--- src/rtl/scan_port_pkg.sv ---
package scan_port_pkg;
  localparam int IR_W = 3;
  typedef logic [IR_W-1:0] opcode_t;

  localparam opcode_t OP_EXTEST = 3'b000;
  localparam opcode_t OP_SAMPLE = 3'b100;
  localparam opcode_t OP_IDCODE = 3'b001;
  localparam opcode_t OP_SAMPLZ = 3'b010;
  localparam opcode_t OP_BYPASS = 3'b111;
  localparam opcode_t IR_CAPTURE = 3'b001;

  typedef enum logic [3:0] {
    ST_TLR, ST_RTI,
    ST_SEL_DR, ST_CAP_DR, ST_SHF_DR, ST_EX1_DR, ST_PAU_DR, ST_EX2_DR, ST_UPD_DR,
    ST_SEL_IR, ST_CAP_IR, ST_SHF_IR, ST_EX1_IR, ST_PAU_IR, ST_EX2_IR, ST_UPD_IR
  } tapState_t;

  typedef enum logic [1:0] {SEL_BSR, SEL_ID, SEL_BYP} drSel_t;

  typedef struct packed {
    logic tlr;
    logic captureIr;
    logic shiftIr;
    logic updateIr;
    logic captureDr;
    logic shiftDr;
    logic updateDr;
  } tapStrobes_t;

  function automatic drSel_t decodeSel(opcode_t op);
    case (op)
      OP_EXTEST, OP_SAMPLE, OP_SAMPLZ: decodeSel = SEL_BSR;
      OP_IDCODE:                       decodeSel = SEL_ID;
      default:                         decodeSel = SEL_BYP;
    endcase
  endfunction
endpackage

--- src/rtl/scan_port_ctrl.sv ---
module scan_port_ctrl
  import scan_port_pkg::*;
(
  input  logic        tck,
  input  logic        trstN,
  input  logic        tms,
  output tapStrobes_t strb
);
  tapState_t state, nextState;

  always_comb begin
    case (state)
      ST_TLR:    nextState = tms ? ST_TLR    : ST_RTI;
      ST_RTI:    nextState = tms ? ST_SEL_DR : ST_RTI;
      ST_SEL_DR: nextState = tms ? ST_SEL_IR : ST_CAP_DR;
      ST_CAP_DR: nextState = tms ? ST_EX1_DR : ST_SHF_DR;
      ST_SHF_DR: nextState = tms ? ST_EX1_DR : ST_SHF_DR;
      ST_EX1_DR: nextState = tms ? ST_UPD_DR : ST_PAU_DR;
      ST_PAU_DR: nextState = tms ? ST_EX2_DR : ST_PAU_DR;
      ST_EX2_DR: nextState = tms ? ST_UPD_DR : ST_SHF_DR;
      ST_UPD_DR: nextState = tms ? ST_SEL_DR : ST_RTI;
      ST_SEL_IR: nextState = tms ? ST_TLR    : ST_CAP_IR;
      ST_CAP_IR: nextState = tms ? ST_EX1_IR : ST_SHF_IR;
      ST_SHF_IR: nextState = tms ? ST_EX1_IR : ST_SHF_IR;
      ST_EX1_IR: nextState = tms ? ST_UPD_IR : ST_PAU_IR;
      ST_PAU_IR: nextState = tms ? ST_EX2_IR : ST_PAU_IR;
      ST_EX2_IR: nextState = tms ? ST_UPD_IR : ST_SHF_IR;
      default:   nextState = tms ? ST_SEL_DR : ST_RTI;
    endcase
  end

  always_ff @(posedge tck or negedge trstN) begin
    if (!trstN) state <= ST_TLR;
    else        state <= nextState;
  end

  always_comb begin
    strb.tlr       = (state == ST_TLR);
    strb.captureIr = (state == ST_CAP_IR);
    strb.shiftIr   = (state == ST_SHF_IR);
    strb.updateIr  = (state == ST_UPD_IR);
    strb.captureDr = (state == ST_CAP_DR);
    strb.shiftDr   = (state == ST_SHF_DR);
    strb.updateDr  = (state == ST_UPD_DR);
  end

  // run of consecutive high tms edges, for the reset property
  logic [2:0] onesCnt;
  always_ff @(posedge tck or negedge trstN) begin
    if (!trstN)                  onesCnt <= '0;
    else if (!tms)               onesCnt <= '0;
    else if (onesCnt != 3'd7)    onesCnt <= onesCnt + 3'd1;
  end

  // fifth consecutive high tms edge lands in the reset state
  a_r8_tms_reset: assert property (@(posedge tck) disable iff (!trstN)
    (tms && onesCnt >= 3'd4) |=> (state == ST_TLR));
endmodule

--- src/rtl/scan_port_dpath.sv ---
module scan_port_dpath
  import scan_port_pkg::*;
#(
  parameter int          ID_W     = 32,
  parameter logic [31:0] ID_VALUE = 32'h000101B3
) (
  input  logic        tck,
  input  logic        trstN,
  input  logic        tdi,
  input  logic        bsrTdo,
  input  tapStrobes_t strb,
  output opcode_t     activeIr,
  output drSel_t      sel,
  output logic        tdo,
  output logic        tdoEn
);
  opcode_t         irShift;
  logic            bypassBit;
  logic [ID_W-1:0] idReg;

  assign sel = decodeSel(activeIr);

  always_ff @(posedge tck or negedge trstN) begin
    if (!trstN)              irShift <= IR_CAPTURE;
    else if (strb.captureIr) irShift <= IR_CAPTURE;
    else if (strb.shiftIr)   irShift <= {tdi, irShift[IR_W-1:1]};
  end

  always_ff @(posedge tck or negedge trstN) begin
    if (!trstN) bypassBit <= 1'b0;
    else if (sel == SEL_BYP) begin
      if (strb.captureDr)    bypassBit <= 1'b0;
      else if (strb.shiftDr) bypassBit <= tdi;
    end
  end

  always_ff @(posedge tck or negedge trstN) begin
    if (!trstN) idReg <= ID_VALUE[ID_W-1:0];
    else if (sel == SEL_ID) begin
      if (strb.captureDr)    idReg <= ID_VALUE[ID_W-1:0];
      else if (strb.shiftDr) idReg <= {tdi, idReg[ID_W-1:1]};
    end
  end

  always_ff @(negedge tck or negedge trstN) begin
    if (!trstN)             activeIr <= OP_IDCODE;
    else if (strb.tlr)      activeIr <= OP_IDCODE;
    else if (strb.updateIr) activeIr <= irShift;
  end

  always_ff @(negedge tck or negedge trstN) begin
    if (!trstN) begin
      tdo   <= 1'b0;
      tdoEn <= 1'b0;
    end else if (strb.shiftIr) begin
      tdo   <= irShift[0];
      tdoEn <= 1'b1;
    end else if (strb.shiftDr) begin
      tdoEn <= 1'b1;
      case (sel)
        SEL_BSR: tdo <= bsrTdo;
        SEL_ID:  tdo <= idReg[0];
        default: tdo <= bypassBit;
      endcase
    end else begin
      tdo   <= 1'b0;
      tdoEn <= 1'b0;
    end
  end

  // instruction capture pattern
  a_r2_ir_capture: assert property (@(posedge tck) disable iff (!trstN)
    strb.captureIr |=> (irShift == IR_CAPTURE));
  // pass-through register captures zero
  a_r4_bypass_zero: assert property (@(posedge tck) disable iff (!trstN)
    (strb.captureDr && sel == SEL_BYP) |=> (bypassBit == 1'b0));
  // serial output enabled only in shift states
  a_r9_tdo_en_shift: assert property (@(posedge tck) disable iff (!trstN)
    tdoEn |-> (strb.shiftIr || strb.shiftDr));
  // active instruction changes only in update-IR or reset
  a_r10_ir_hold: assert property (@(negedge tck) disable iff (!trstN)
    !(strb.updateIr || strb.tlr) |=> $stable(activeIr));
endmodule

--- src/rtl/scan_port.sv ---
module scan_port
  import scan_port_pkg::*;
#(
  parameter int          ID_W     = 32,
  parameter logic [31:0] ID_VALUE = 32'h000101B3
) (
  input  logic tck,
  input  logic trstN,
  input  logic tms,
  input  logic tdi,
  input  logic bsrTdo,
  output logic tdo,
  output logic tdoEn,
  output logic bsrCapture,
  output logic bsrShift,
  output logic bsrUpdate,
  output logic bsrSel,
  output logic testMode,
  output logic outputsFloat
);
  tapStrobes_t strb;
  opcode_t     activeIr;
  drSel_t      sel;

  scan_port_ctrl i_ctrl (
    .tck   (tck),
    .trstN (trstN),
    .tms   (tms),
    .strb  (strb)
  );

  scan_port_dpath #(.ID_W(ID_W), .ID_VALUE(ID_VALUE)) i_dpath (
    .tck      (tck),
    .trstN    (trstN),
    .tdi      (tdi),
    .bsrTdo   (bsrTdo),
    .strb     (strb),
    .activeIr (activeIr),
    .sel      (sel),
    .tdo      (tdo),
    .tdoEn    (tdoEn)
  );

  assign bsrSel       = (sel == SEL_BSR);
  assign bsrCapture   = bsrSel && strb.captureDr;
  assign bsrShift     = bsrSel && strb.shiftDr;
  assign bsrUpdate    = bsrSel && strb.updateDr;
  assign testMode     = (activeIr == OP_EXTEST);
  assign outputsFloat = (activeIr == OP_SAMPLZ);
endmodule

--- config.mk ---
export PLATFORM = sky130hd
export DESIGN_NAME = scan_port
export DESIGN_NICKNAME = d
export VERILOG_FILES = /design/src/rtl/scan_port_pkg.sv /design/src/rtl/scan_port_ctrl.sv /design/src/rtl/scan_port_dpath.sv /design/src/rtl/scan_port.sv
export SDC_FILE = /design/constraint.sdc
export NUM_CORES = 1
export LEC_CHECK = 0
export ABC_AREA = 1
export BUFFER_PORTS_ARGS = -buffer_cell sky130_fd_sc_hd__buf_2
export CORE_UTILIZATION = 57
export CTS_CLUSTER_DIAMETER = 120
export CTS_CLUSTER_SIZE = 30
export DETAILED_ROUTE_END_ITERATION = 10
export HOLD_SLACK_MARGIN = 0.03
export PLACE_DENSITY = 0.83
export SYNTH_ARGS = -nofsm -noshare
export SYNTH_HDL_FRONTEND = slang
export SYNTH_SLANG_ARGS = --single-unit
--- constraint.sdc ---
create_clock -name tck -period 1.59 [get_ports tck]
set_input_delay 0.0795 -clock tck [delete_from_list [all_inputs] [get_ports tck]]
set_output_delay 0.0795 -clock tck [all_outputs]
set_load 0.1 [all_outputs]
# Word-level counts from Yosys, hierarchy flattened

Cells that the tools add are included.

Eq/ne operators: 19
Mux-type cells: 27
Reduce and logical (&&, ||, !) cells: 14

Operator list:

| kind                                                                   | number |
|---|---|
| 32-bit two-way mux                                                     | 2 |
| 4-bit one-hot mux with 11 select lines                                 | 1 |
| 4-bit equality test (second input constant)                            | 8 |
| 3-bit two-way mux                                                      | 6 |
| 4-bit by 3-bit equality test with 1-bit output (second input constant) | 4 |
| 4-bit two-way mux                                                      | 4 |
| 1-bit two-way mux                                                      | 9 |
| 4-bit by 2-bit equality test with 1-bit output (second input constant) | 2 |
| 2-bit two-way mux                                                      | 3 |
| 2-bit nonzero test                                                     | 3 |
| 4-bit zero test                                                        | 1 |
| 2-bit one-hot mux with 2 select lines                                  | 1 |
| 2-bit AND reduction                                                    | 2 |
| 2-bit OR reduction                                                     | 2 |
| 3-bit by 1-bit equality test with 1-bit output (second input constant) | 1 |
| 3-bit by 2-bit equality test with 1-bit output (second input constant) | 1 |
| 3-bit equality test (second input constant)                            | 1 |
| 1-bit logical AND                                                      | 3 |
| 3-bit zero test                                                        | 1 |
| 3-bit OR reduction                                                     | 1 |
| 2-bit by 1-bit equality test with 1-bit output (second input constant) | 1 |
| 2-bit equality test (second input constant)                            | 1 |
| 2-bit zero test                                                        | 1 |
| 1-bit one-hot mux with 2 select lines                                  | 1 |

Flip-flop bits (word level): 45
Word-level logic and storage cells: 67

# Logic depth before layout (Yosys ltp)

Word-level depth: 7
Gate-level depth with buffers: 9
Gate-level depth less buffers: 8

# Cells and area by module

From an unflattened synthesis, not the netlist that was laid out.

Cell total of the unflattened synthesis: 284
Area total of the unflattened synthesis: 2459.9 um^2

Modules (own cells, without submodules):

| module          | sequential area each (um^2) | times used | area each (um^2) | cells each |
|---|---|---|---|---|
| scan_port_dpath | 1037.2                      | 1          | 1930.6           | 193 |
| scan_port_ctrl  | 100.1                       | 1          | 466.7            | 75 |
| scan_port       | 0.0                         | 1          | 62.6             | 16 |

==> flow_metrics.py <==
metrics = {
    "synthesis": {
        "async_flop_share_pct": 100.0,
        "synth-edff-count": 0,
        "ys_top_cells_by_area": "dfrtp_1, nand2_1, o21ai_2",
        "synth_fp_nets": 267,
        "syn_inst": 262,
        "synth_cell_types": 22,
        "syn_area_um2": 2233,
        "synth-seq-area-share_pct": 50.92,
        "avgSynthCellArea_um2": 8.524,
        "synth_top_area_share_pct": 35.85,
        "ys.warnings.count": 0,
        "synth_top_area_cell": "dfrtp_1",
        "synthFlopType": "dfrtp_1",
        "ys_seq_elements": 45,
    },
    "run_status": {
        "violations": "setup timing",
        "status": "finished, violations left",
    },
    "sta": {
        "tightest_slew_ps": 462.6,
        "hold_violations": 0,
        "fin_skew_ps": 58.73,
        "slew_viol_final": 0,
        "setup_tns_ps": -28380,
        "fin_ws_ps": -775.5,
        "rsz0062_at_grt": "true",
        "slew_headroom_pct": 69.16,
        "setup_viol": 49,
    },
    "final_layout": {
        "drive_gt1_share_pct": 56.62,
        "synthToLayoutAreaGrowth_pct": 54.73,
        "n_antenna_cell": 0,
        "finalNetCount": 329,
        "num-fill-cells": 109,
        "layout_commonest_cell": "nand2_1",
        "layout_common_cells": "nand2_1, o21ai_2, dfrtp_1",
    },
    "critical_path": {
        "path_max_fanout": 3,
        "path_delay_family": "flip-flops",
        "worstSetupPathType": "reg2out",
        "slowest_stage": "dfrtn_1",
        "slowest_delay_ps": 400,
        "end_kind": "primary output",
        "cp.arrival_ps": 2290,
        "r2r_cells": 8,
        "path_cells": "a21oi_4 > inv_4 > nor4_4 > buf_12",
        "worst_setup_path_start_kind": "flip-flop",
        "crit_buf_inv": 2,
        "rrSetupSlack_ps": -730,
        "r2r_start": "i_dpath.activeIr[0]$_DFFE_NN1P_",
        "cp_data_required_time_ps": 1510,
        "timing.rr.end": "i_dpath.idReg[25]$_DFFE_PN0P_",
    },
    "global_route": {
        "antenna_found_initial": 0,
        "track_usage_pct": 34.76,
        "grt_max_degree": 37,
        "grt_pass1_wl_um": 10630,
        "grt-ovfl-total": 0,
        "grt_pass1_vias": 2153,
    },
    "die": {
        "rows": 22,
        "start_util_pct": 60.10,
        "die_w_um": 64.60,
        "ios": 13,
        "coreArea_um2": 3716,
        "dieArea_um2": 4173,
        "die_h_um": 64.60,
    },
    "clock_tree": {
        "path_clk_slew_ps": 90,
        "clock-sinks": 45,
        "cts_tree": "built",
        "worstSkewPairLatency_ps": 360,
        "h-tree-depth": 2,
        "cts_buffers": 5,
        "cts_root_buffer": "clkbuf_8",
        "clockBufferDepth": 2,
    },
    "pwr": {
        "leakage_nw": 1.620,
        "ir_drop_mv": 1.752,
        "total_power_mw": 8.246,
        "pwr_density_cell_nw_per_um2": 2386,
    },
    "min_path": {
        "hold_start": "tdi",
        "hp-class": "in2reg",
        "min_to": "i_dpath.irShift[2]$_DFFE_PN0N_",
        "hold-path-cell-count": 3,
    },
    "routing": {
        "postRouteWirelength_um": 8555,
        "drcViolationCount": 0,
        "via_per_inst": 6.201,
        "antenna_left": 0,
        "vias": 2313,
        "wl_per_cell_um": 22.94,
        "drt-pass1-iter-count": 5,
        "drt_iter0_drc": 289,
    },
    "job": {
        "cap_violations": 0,
    },
    "place": {
        "gp_congestion": 0.9718,
        "detailed_place_hpwl_um": 3278,
        "io_buffers": 12,
    },
}
[worst min-delay path, stage by stage]
cell and delay (ps):
buf_2 90, nand3_1 110, o21ai_0 90
[logic make-up (layout without fill, tap and decap cells)]
kind of cell / count (synthesis) / in the layout / synth area share (%)
AO/OA/AOI/OAI: 47 / 47 / 16.53
AND/OR/NAND/NOR: 137 / 138 / 24.82
flip-flops: 45 / 45 / 50.92
buffers and inverters: 33 / 95 / 7.730
[sequential cells by signal, summed over array words and instances (netlist names)]
register           count
i_dpath.tdoEn          1
i_ctrl.state           4
i_dpath.idReg         32
i_dpath.activeIr       3
i_dpath.irShift        3
i_dpath.tdo            1
i_dpath.bypassBit      1
[cell type report]
type	count	area [um^2]	share of cell area, %
multi-input combinational	185	1274	36.86
sequential	45	1142	33.06
timing repair buffer	64	794.5	22.99
inverter	22	97.59	2.824
clock buffer	6	72.57	2.100
tap	48	60.06	1.738
clock inverter	3	15.01	0.4345
[repair_timing]
action | in CTS | in global routing
setup endpoints to repair | 46 | 47
gates resized for setup | 28 | 55
hold buffers | 1 | 0
setup buffers | 10 | 10
hold endpoints to repair | 9 | 0
gates cloned | 5 | 1
pin swaps | 9 | 16
[stage by stage]
stage                     hold slack, ps  cells  setup slack, ps  util [%]  cell area [um^2]
after CTS                          55.52    366           -709.7     86.23              3204
after floorplan                   -216.1    262            -1479         -              2396
after global placement            -52.86    342           -423.8     74.98              2786
after global routing               123.3    373           -808.4     93.00              3456
after detailed placement          -53.49    342           -445.2     74.98              2786
final                              91.44    373           -775.5     93.00              3456
[where the power goes]
part	leakage (nW)	total [mW]	internal, mW	switching [mW]
clock network	0.0442	0.726	0.309	0.417
logic	1.00	5.43	2.37	3.06
registers	0.572	2.09	1.63	0.455
[metal layers]
metal	vias to the layer above	wire (um)	track usage (%)
met5	-	0	0
met4	0	563	19.72
met3	65	628	7.746
met2	178	4259	58.55
met1	1116	3103	40.74
li1	954	-	-
[Yosys cell counts, types with 4 or more instances]
cell,count
a21oi_1,4
buf_6,6
dfrtn_1,4
dfrtp_1,32
dfstp_2,9
inv_1,22
nand2_1,92
nand3_1,4
nor2_1,33
o21ai_0,4
o21ai_2,32
[worst max path at each step]
stage | from | endpoint | slack (ps) | cells after the start
6_report | i_dpath.activeIr[2]$_DFFE_NN0P_ | bsrUpdate | -780 | 4
5_1_grt | i_dpath.activeIr[2]$_DFFE_NN0P_ | bsrUpdate | -810 | 4
4_1_cts | i_dpath.activeIr[2]$_DFFE_NN0P_ | bsrUpdate | -710 | 4
3_5_place_dp | i_dpath.activeIr[0]$_DFFE_NN1P_ | i_dpath.idReg[14]$_DFFE_PN0P_ | -450 | 6
3_3_place_gp | i_dpath.activeIr[0]$_DFFE_NN1P_ | i_dpath.idReg[14]$_DFFE_PN0P_ | -420 | 6
2_1_floorplan | i_dpath.activeIr[1]$_DFFE_NN0P_ | bsrUpdate | -1480 | 3
Power figures use the tool's default switching activity.
